<file path="config.mk">
export PLATFORM = sky130hd
export DESIGN_NAME = lapd_addr_filter
export DESIGN_NICKNAME = d
export VERILOG_FILES = /design/src/rtl/lapd_filt_pkg.sv /design/src/rtl/lapd_cfg_regs.sv /design/src/rtl/lapd_addr_match.sv /design/src/rtl/lapd_frame_seq.sv /design/src/rtl/lapd_addr_filter.sv
export SDC_FILE = /design/constraint.sdc
export NUM_CORES = 1
export LEC_CHECK = 0
export BUFFER_PORTS_ARGS = -buffer_cell sky130_fd_sc_hd__buf_2
export CELL_PAD_IN_SITES_DETAIL_PLACEMENT = 0
export CELL_PAD_IN_SITES_GLOBAL_PLACEMENT = 2
export CORE_MARGIN = 2
export CORE_UTILIZATION = 38
export DETAILED_ROUTE_END_ITERATION = 6
export HOLD_SLACK_MARGIN = 0.1
export PLACE_DENSITY_LB_ADDON = 0.1
export SKIP_CTS_REPAIR_TIMING = 1
export SLEW_MARGIN = 10
export SYNTH_ARGS = -nofsm -noshare
export SYNTH_HDL_FRONTEND = slang
export SYNTH_SLANG_ARGS = --single-unit
</file>
<file path="constraint.sdc">
create_clock -name clk -period 1.6 [get_ports clk]
set_input_delay 0.08 -clock clk [delete_from_list [all_inputs] [get_ports clk]]
set_output_delay 0.08 -clock clk [all_outputs]
set_load 0.01 [all_outputs]
</file>
<file path="src/rtl/lapd_filt_pkg.sv">
package lapd_filt_pkg;
  typedef enum logic [0:0] {
    FS_IDLE     = 1'b0,
    FS_WAIT_TEI = 1'b1
  } fs_state_e;

  localparam int unsigned CR_BIT_POS = 1;
endpackage

</file>
<file path="src/rtl/lapd_cfg_regs.sv">
module lapd_cfg_regs #(
  parameter int NSAPI = 2,
  parameter int NTEI  = 2,
  parameter int DW    = 8,
  parameter int AW    = 3
) (
  input  logic                       clk,
  input  logic                       rst_n,
  input  logic                       wen,
  input  logic [AW-1:0]              addr,
  input  logic [DW-1:0]              wdata,
  output logic [DW-1:0]              rdata,
  output logic [NSAPI-1:0][DW-1:0]   sapi_o,
  output logic [NTEI-1:0][DW-1:0]    tei_o,
  output logic [DW-1:0]              mask_o,
  output logic                       cr_skip_o
);
  localparam int TEI_BASE = NSAPI;
  localparam int MASK_IDX = NSAPI + NTEI;
  localparam int CTRL_IDX = MASK_IDX + 1;

  logic [NSAPI-1:0][DW-1:0] sapi_q;
  logic [NTEI-1:0][DW-1:0]  tei_q;
  logic [DW-1:0]            mask_q;
  logic                     cr_skip_q;

  for (genvar gs = 0; gs < NSAPI; gs++) begin : g_sapi
    always_ff @(posedge clk or negedge rst_n) begin
      if (!rst_n)                          sapi_q[gs] <= '0;
      else if (wen && addr == AW'(gs))     sapi_q[gs] <= wdata;
    end
  end

  for (genvar gt = 0; gt < NTEI; gt++) begin : g_tei
    always_ff @(posedge clk or negedge rst_n) begin
      if (!rst_n)                                  tei_q[gt] <= '0;
      else if (wen && addr == AW'(TEI_BASE + gt))  tei_q[gt] <= wdata;
    end
  end

  always_ff @(posedge clk or negedge rst_n) begin
    if (!rst_n) begin
      mask_q    <= '0;
      cr_skip_q <= 1'b0;
    end else if (wen) begin
      if (addr == AW'(MASK_IDX)) mask_q    <= wdata;
      if (addr == AW'(CTRL_IDX)) cr_skip_q <= wdata[0];
    end
  end

  always_comb begin
    rdata = '0;
    for (int i = 0; i < NSAPI; i++)
      if (addr == AW'(i)) rdata = sapi_q[i];
    for (int j = 0; j < NTEI; j++)
      if (addr == AW'(TEI_BASE + j)) rdata = tei_q[j];
    if (addr == AW'(MASK_IDX)) rdata = mask_q;
    if (addr == AW'(CTRL_IDX)) rdata = {{(DW-1){1'b0}}, cr_skip_q};
  end

  assign sapi_o    = sapi_q;
  assign tei_o     = tei_q;
  assign mask_o    = mask_q;
  assign cr_skip_o = cr_skip_q;
endmodule

</file>
<file path="src/rtl/lapd_addr_match.sv">
module lapd_addr_match
  import lapd_filt_pkg::*;
#(
  parameter int NSAPI = 2,
  parameter int NTEI  = 2,
  parameter int DW    = 8
) (
  input  logic [DW-1:0]             byte_i,
  input  logic [NSAPI-1:0][DW-1:0]  sapi_i,
  input  logic [NTEI-1:0][DW-1:0]   tei_i,
  input  logic [DW-1:0]             mask_i,
  input  logic                      cr_skip_i,
  output logic [NSAPI-1:0]          sapi_hit_o,
  output logic [NTEI:0]             tei_hit_o
);
  localparam logic [DW-1:0] CR_SEL    = DW'(1) << CR_BIT_POS;
  localparam logic [DW-1:0] GROUP_VAL = {DW{1'b1}};

  logic [DW-1:0] sapi_care;
  logic [DW-1:0] tei_care;

  assign sapi_care = cr_skip_i ? ~CR_SEL : {DW{1'b1}};
  assign tei_care  = ~mask_i;

  for (genvar gs = 0; gs < NSAPI; gs++) begin : g_sapi_cmp
    assign sapi_hit_o[gs] = ((byte_i ^ sapi_i[gs]) & sapi_care) == '0;
  end

  for (genvar gt = 0; gt < NTEI; gt++) begin : g_tei_cmp
    assign tei_hit_o[gt] = ((byte_i ^ tei_i[gt]) & tei_care) == '0;
  end

  assign tei_hit_o[NTEI] = (byte_i == GROUP_VAL);
endmodule

</file>
<file path="src/rtl/lapd_frame_seq.sv">
module lapd_frame_seq
  import lapd_filt_pkg::*;
#(
  parameter int NSAPI = 2,
  parameter int NTEI  = 2
) (
  input  logic             clk,
  input  logic             rst_n,
  input  logic             beat_i,
  input  logic             sof_i,
  input  logic             eof_i,
  input  logic [NSAPI-1:0] sapi_hit_i,
  input  logic [NTEI:0]    tei_hit_i,
  output logic             dec_valid_o,
  output logic             dec_accept_o,
  output logic             dec_short_o,
  output logic [NSAPI-1:0] dec_sapi_o,
  output logic [NTEI:0]    dec_tei_o
);
  fs_state_e        state_q;
  logic [NSAPI-1:0] sapi_seen_q;

  always_ff @(posedge clk or negedge rst_n) begin
    if (!rst_n) begin
      state_q      <= FS_IDLE;
      sapi_seen_q  <= '0;
      dec_valid_o  <= 1'b0;
      dec_accept_o <= 1'b0;
      dec_short_o  <= 1'b0;
      dec_sapi_o   <= '0;
      dec_tei_o    <= '0;
    end else begin
      dec_valid_o  <= 1'b0;
      dec_accept_o <= 1'b0;
      dec_short_o  <= 1'b0;
      dec_sapi_o   <= '0;
      dec_tei_o    <= '0;
      if (beat_i) begin
        if (sof_i) begin
          sapi_seen_q <= sapi_hit_i;
          if (eof_i) begin
            dec_valid_o <= 1'b1;
            dec_short_o <= 1'b1;
            state_q     <= FS_IDLE;
          end else begin
            state_q     <= FS_WAIT_TEI;
          end
        end else if (state_q == FS_WAIT_TEI) begin
          dec_valid_o  <= 1'b1;
          dec_sapi_o   <= sapi_seen_q;
          dec_tei_o    <= tei_hit_i;
          dec_accept_o <= (|sapi_seen_q) && (|tei_hit_i);
          state_q      <= FS_IDLE;
        end
      end
    end
  end
endmodule

</file>
<file path="src/rtl/lapd_addr_filter.sv">
module lapd_addr_filter #(
  parameter int NSAPI  = 2,
  parameter int NTEI   = 2,
  parameter int DW     = 8,
  parameter int CFG_AW = 3
) (
  input  logic              clk,
  input  logic              rst_n,
  input  logic              in_valid,
  output logic              in_ready,
  input  logic [DW-1:0]     in_data,
  input  logic              in_sof,
  input  logic              in_eof,
  input  logic              cfg_wen,
  input  logic [CFG_AW-1:0] cfg_addr,
  input  logic [DW-1:0]     cfg_wdata,
  output logic [DW-1:0]     cfg_rdata,
  output logic              dec_valid,
  output logic              dec_accept,
  output logic              dec_short,
  output logic [NSAPI-1:0]  dec_sapi_hit,
  output logic [NTEI:0]     dec_tei_hit
);
  logic [NSAPI-1:0][DW-1:0] sapi_w;
  logic [NTEI-1:0][DW-1:0]  tei_w;
  logic [DW-1:0]            mask_w;
  logic                     cr_skip_w;
  logic [NSAPI-1:0]         sapi_hit_w;
  logic [NTEI:0]            tei_hit_w;
  logic                     beat_w;

  assign in_ready = 1'b1;
  assign beat_w   = in_valid & in_ready;

  lapd_cfg_regs #(.NSAPI(NSAPI), .NTEI(NTEI), .DW(DW), .AW(CFG_AW)) u_regs (
    .clk(clk), .rst_n(rst_n), .wen(cfg_wen), .addr(cfg_addr),
    .wdata(cfg_wdata), .rdata(cfg_rdata), .sapi_o(sapi_w), .tei_o(tei_w),
    .mask_o(mask_w), .cr_skip_o(cr_skip_w)
  );

  lapd_addr_match #(.NSAPI(NSAPI), .NTEI(NTEI), .DW(DW)) u_match (
    .byte_i(in_data), .sapi_i(sapi_w), .tei_i(tei_w), .mask_i(mask_w),
    .cr_skip_i(cr_skip_w), .sapi_hit_o(sapi_hit_w), .tei_hit_o(tei_hit_w)
  );

  lapd_frame_seq #(.NSAPI(NSAPI), .NTEI(NTEI)) u_seq (
    .clk(clk), .rst_n(rst_n), .beat_i(beat_w), .sof_i(in_sof), .eof_i(in_eof),
    .sapi_hit_i(sapi_hit_w), .tei_hit_i(tei_hit_w),
    .dec_valid_o(dec_valid), .dec_accept_o(dec_accept), .dec_short_o(dec_short),
    .dec_sapi_o(dec_sapi_hit), .dec_tei_o(dec_tei_hit)
  );
endmodule

</file>
==> results of run 1 <==
## layout by cell type (no fill, tap or decap), types with 3 or more instances in the layout
cell type / instances
o22ai_1: 11
nand3_1: 6
xnor2_2: 4
xor2_1: 6
clkbuf_8: 5
nand4_1: 4
nor2b_1: 3
o21ai_0: 5
nor2_1: 4
mux4_2: 5
inv_2: 4
mux2_2: 43
buf_4: 15
dfrtp_1: 52
xnor2_1: 22
nand2_1: 4
buf_2: 40
a22oi_1: 4
dlygate4sd3_1: 12
## sequential cells by signal, indices dropped and copies added, names as in the netlist
register            count
u_regs.mask_o           8
u_seq.dec_accept_o      1
u_seq.dec_tei_o         3
u_seq.dec_sapi_o        2
u_seq.state_q           1
u_seq.dec_short_o       1
u_seq.sapi_seen_q       2
u_regs.cr_skip_o        1
u_seq.dec_valid_o       1
u_regs.tei_o           16
u_regs.sapi_o          16
## power breakdown
group / switching [mW] / internal [mW] / total, mW
combinational: 0.392 / 0.565 / 0.957
sequential: 0.256 / 1.55 / 1.81
clock: 0.433 / 0.312 / 0.745
total: 1.08 / 2.43 / 3.51
## per-layer routing
metal  global-route usage (%)  up-vias
met5                        0        -
met4                     4.87        0
met3                     3.19        9
met2                     27.7       38
met1                     25.8      983
li1                         -      926
## metrics by stage
step | setup slack, ns | hold slack (ns)
after CTS | -0.0146 | -0.295
after floorplan | 0.223 | -0.216
after global routing | -0.0254 | 0.115
after detailed placement | 0.0988 | 0.0471
after global placement | 0.117 | 0.0537
final | 0.0328 | 0.0998
## worst max-delay path, stage by stage (launching register included)
cell,delay [ns]
dfrtp_1,0.43
mux4_2,0.50
inv_2,0.06
o21ai_1,0.05
buf_2,0.15
## cell families after synthesis
| kind of cell | Yosys count | synth area share (%) |
|---|---|---|
| xor gates and xnor gates | 32 | 10.8 |
| muxes | 49 | 21.6 |
| AOI/OAI and AO/OA | 26 | 5.65 |
| buffers and inverters | 24 | 5.34 |
| other | 1 | 0.133 |
| DFF | 52 | 46.3 |
| and+or+nand+nor | 43 | 10.2 |
## synth_stat cells, types with 2 or more instances
master    number
o21ai_0        9
xnor2_1       23
buf_6          5
buf_2          9
nand4_1        4
or2_2          2
or4_1          2
nor3_1         2
xnor2_2        3
nor2b_1        3
and2_1         2
dfrtp_1       52
a22oi_1        4
buf_4          3
and3_1         2
nand3_1        6
nand2_1        4
o22ai_1       11
inv_1          6
nor4_1         2
mux2_2        43
nor2_1         4
mux4_2         5
xor2_1         6
nor4bb_1       2
## path summary, 6_finish.rpt
check                                           from              endpoint
worst max-delay path                 u_regs.tei_o[9]          cfg_rdata[1]
worst min-delay path                    cfg_wdata[4]      u_regs.mask_o[4]
worst max register to register       u_regs.tei_o[9]    u_seq.dec_accept_o
worst min register to register  u_seq.sapi_seen_q[0]  u_seq.sapi_seen_q[0]
max in group asynchronous                      rst_n      u_regs.tei_o[15]
min in group asynchronous                      rst_n    u_seq.dec_tei_o[1]
## area by class of cell
class | instances | area (um2)
inverters | 6 | 22.5
multi-input cells | 151 | 1390
clock buffers | 6 | 72.6
repair buffers | 67 | 433
flip-flops and latches | 52 | 1300
well taps | 99 | 124
clock inverters | 2 | 16.3
fillers | 694 | 3850
==> flow_metrics.tcl, run 1 <==
set metrics [dict create \
    core-area_um2 7210 \
    antenna_found_initial 0 \
    fin_crit_sh_pct 97.9 \
    power_density_nw_per_um2 1040 \
    seq_area_frac_synth_pct 46.3 \
    nets 308 \
    diodes 0 \
    syn-instance-count 227 \
    wl_met2_mm 3.24 \
    layout.cells.non_filler 383 \
    rsz0062_at_grt "yes" \
    r2r_slack_ns 0.09 \
    start_kind "flop" \
    area_growth_pct 19.5 \
    grt_pass1_vias 1982 \
    leakagePower_nw 1.46 \
    htree_num_levels 2 \
    drt_iter0_markers 54 \
    fin_crit_ns 1.57 \
    synth_top_area_cell "dfrtp_1" \
    clk_latency_ns 0.30 \
    p_total_mw 3.51 \
    worstSetupPathType "flop to output port" \
    cap_violations 0 \
    cts_root_buffer "clkbuf_8" \
    cp.required_ns 1.52 \
    drt_first_pass_iters 3 \
    globalplace.congestion 0.734 \
    max_freq_mhz 638 \
    place_area_um2 3120 \
    synth_nets 252 \
    syn_area_um2 2810 \
    rows 31 \
    synth-warning-count 0 \
    finalHoldViolations 0 \
    grt_pass1_wl_mm 11.2 \
    final_util_pct 46.6 \
    numCtsBuffers 5 \
    avgSynthCellArea_um2 12.4 \
    hold_depth 2 \
    pin_count 42 \
    cts.sinks 52 \
    top_layer_used "met4" \
    synth-seq-cells 52 \
    grt_use_total_pct 17.9 \
    port-buffer-count 40 \
    finalSetupTns_ns 0 \
    ir_drop_uv 400 \
    synth_ff_type "dfrtp_1" \
    yosys.area.top_type_share_pct 46.3 \
    overflow 0 \
    via_per_inst 5.11 \
    drv_slew 0 \
    grt_max_degree 22 \
    detail_route.wl_per_cell_um 18.1 \
    drive_gt1_share_pct 45.1 \
    setup_violations 0 \
    routed-wl-met3_um 197 \
    drc 0 \
    ys_types 38 \
    die_h_um 90.0 \
    critPathArrivalTime_ns 1.49 \
    dp_hpwl_mm 5.12 \
    wirelength_mm 6.92 \
    async_flop_share_pct 100 \
    end_kind "output port" \
    status "complete, no violations" \
    clkTransAtPathRegs_ns 0.10 \
    path_max_fanout 3 \
    synth_enable_flop_cells 0 \
    skew_ns 0.00682 \
    synth_area_leaders "dfrtp_1 46%, mux2_2 17%, xnor2_1 7.2%, mux4_2 4.0%, o22ai_1 2.4%" \
    wl_met1_mm 3.38 \
    tritoncts "yes" \
    clockBufferDepth 2 \
    die-area_um2 8100 \
    die_w_um 90.0 \
    ant_nets 0 \
    dr_total_vias 1956 \
    r2r_cells 4 \
    hold_path_class "input port to flop" \
    stdcell_area_um2 3360 \
    initial_utilization_pct 39.0 \
    dp_cells 361 \
]
(Power assumes the default switching activity.)
==> run 2: changes to the inputs <==
REMOVE_ABC_BUFFERS = 1   (was default)
==> flow_metrics.tcl, run 2 (synthesis results as in run 1) <==
set metrics [dict create \
    p_total_mw 3.55 \
    ir_drop_uv 496 \
    multi_input_area_um2 1380 \
    status "complete, no violations" \
    cts_root_buffer "clkbuf_8" \
    p_switching_mw 1.07 \
    finalHoldViolations 0 \
    intPower_mw 2.48 \
    drt_first_pass_iters 4 \
    hold_depth 2 \
    grt_pass1_vias 1903 \
    die_w_um 90.0 \
    cts.sinks 52 \
    drive_gt1_share_pct 45.5 \
    skew_ns 0.0140 \
    leakagePower_nw 1.48 \
    cp.required_ns 1.52 \
    setup_violations 0 \
    overflow 0 \
    port-buffer-count 40 \
    power_density_nw_per_um2 1040 \
    drt_iter0_markers 61 \
    antenna_found_initial 0 \
    clkTransAtPathRegs_ns 0.09 \
    dp_hpwl_mm 5.04 \
    grt_use_total_pct 17.5 \
    r2r_cells 5 \
    detail_route.wl_per_cell_um 18.1 \
    die_h_um 90.0 \
    cp_slowest_cell "mux4_2" \
    globalplace.congestion 0.783 \
    grt_pass1_wl_mm 11.0 \
    die-area_um2 8100 \
    cap_violations 0 \
    pwr-share-seq_pct 50.4 \
    area_growth_pct 20.7 \
    layout_setup_ws_ns 0.0492 \
    max_freq_mhz 645 \
    fin_crit_sh_pct 96.9 \
    start_kind "flop" \
    sw_frac_of_total_pct 30.1 \
    tritoncts "yes" \
    power_frac_comb_pct 28.0 \
    htree_num_levels 2 \
    nets 310 \
    regArea_um2 1300 \
    diodes 0 \
    post-place-ws_ns 0.0582 \
    worstSetupPathType "flop to output port" \
    rr_startpoint "u_regs.tei_o[3]" \
    min-delay-start "in_valid" \
    initial_utilization_pct 39.0 \
    pin_count 42 \
    core-area_um2 7210 \
    hold_path_class "input port to flop" \
    rows 31 \
    rsz0062_at_grt "yes" \
    dr_total_vias 1931 \
    numCtsBuffers 5 \
    layout_commonest_cell "dfrtp_1" \
    clk_latency_ns 0.31 \
    critPathArrivalTime_ns 1.47 \
    via_per_inst 5.02 \
    path_max_fanout 3 \
    grt_max_degree 53 \
    drv_slew 0 \
    ant_nets 0 \
    final_cell_mix "52 x dfrtp_1, 43 x mux2_2, 40 x buf_2" \
    wirelength_mm 6.95 \
    fin_crit_ns 1.55 \
    path_cells "mux4_2, inv_2, o21ai_2, buf_2" \
    drc 0 \
    slowest_delay_ns 0.51 \
    fillCellCount 714 \
    clockBufferDepth 2 \
    cp-startpoint "u_regs.tei_o[9]" \
    clockPowerShare_pct 21.6 \
    end_kind "output port" \
]
[run 2: changes by cell type in the layout (fill, tap and decap cells not counted)]
cell,delta
buf_12,+2
buf_4,+1
clkbuf_1,-1
clkbuf_8,+1
clkinv_2,+2
clkinv_4,-1
clkinvlp_4,-1
dlygate4sd3_1,-1
inv_1,+1
inv_2,-1
xnor2_1,+1
xnor2_2,-1
[run 2: path summary, 6_finish.rpt]
check / endpoint / slack [ns]
worst max-delay path: cfg_rdata[1] / 0.05
worst min-delay path: u_seq.dec_short_o / 0.10
worst max register to register: u_seq.dec_accept_o / 0.05
worst min register to register: u_seq.sapi_seen_q[1] / 0.48
max in group asynchronous: u_regs.sapi_o[5] / 1.06
min in group asynchronous: u_regs.sapi_o[4] / 0.29
[run 2: routing by layer]
| layer | track usage [%] | part of all wire, % | vias up |
|---|---|---|---|
| met5 | 0 | 0 | - |
| met4 | 4.23 | 0.96 | 0 |
| met3 | 3.02 | 4.0 | 6 |
| met2 | 27.4 | 47 | 49 |
| met1 | 25.4 | 48 | 956 |
| li1 | - | - | 920 |
[run 2: metrics by stage]
stage | instances | hold slack, ns | TNS [ns] | utilization (%) | area, um2
finish | 385 | 0.101 | 0 | 47.1 | 3390
floorplan | 209 | -0.216 | 0 | - | 2680
global route | 385 | 0.108 | -0.0605 | 47.1 | 3390
detailed placement | 361 | 0.0989 | 0 | 43.6 | 3140
global placement | 361 | 0.100 | 0 | 43.6 | 3140
CTS | 369 | -0.241 | -0.0284 | 44.8 | 3240
[run 2: layout make-up]
cell class | count | area share (%)
Clock buffer | 6 | 2.43
Sequential cell | 52 | 38.3
Timing Repair Buffer | 69 | 13.9
Tap cell | 99 | 3.65
Inverter | 6 | 0.663
Clock inverter | 2 | 0.295
Multi-Input combinational cell | 151 | 40.8
[run 2: power by group through the flow]
| stage | combinational (mW) | sequential [mW] | clock [mW] |
|---|---|---|---|
| 2_1_floorplan | 0.617 | 1.74 | 0 |
| 3_3_place_gp | 0.905 | 1.82 | 0 |
| 3_5_place_dp | 0.906 | 1.82 | 0 |
| 4_1_cts | 0.912 | 1.80 | 0.805 |
| 5_1_grt | 1.08 | 1.83 | 0.865 |
| 6_report | 0.993 | 1.79 | 0.764 |
[run 2: worst max-delay path, delay by kind of cell (launching register included)]
family / cells / cell delay (ns)
buffers and inverters: 2 / 0.20
AOI/OAI and AO/OA: 1 / 0.04
muxes: 1 / 0.51
DFF: 1 / 0.42
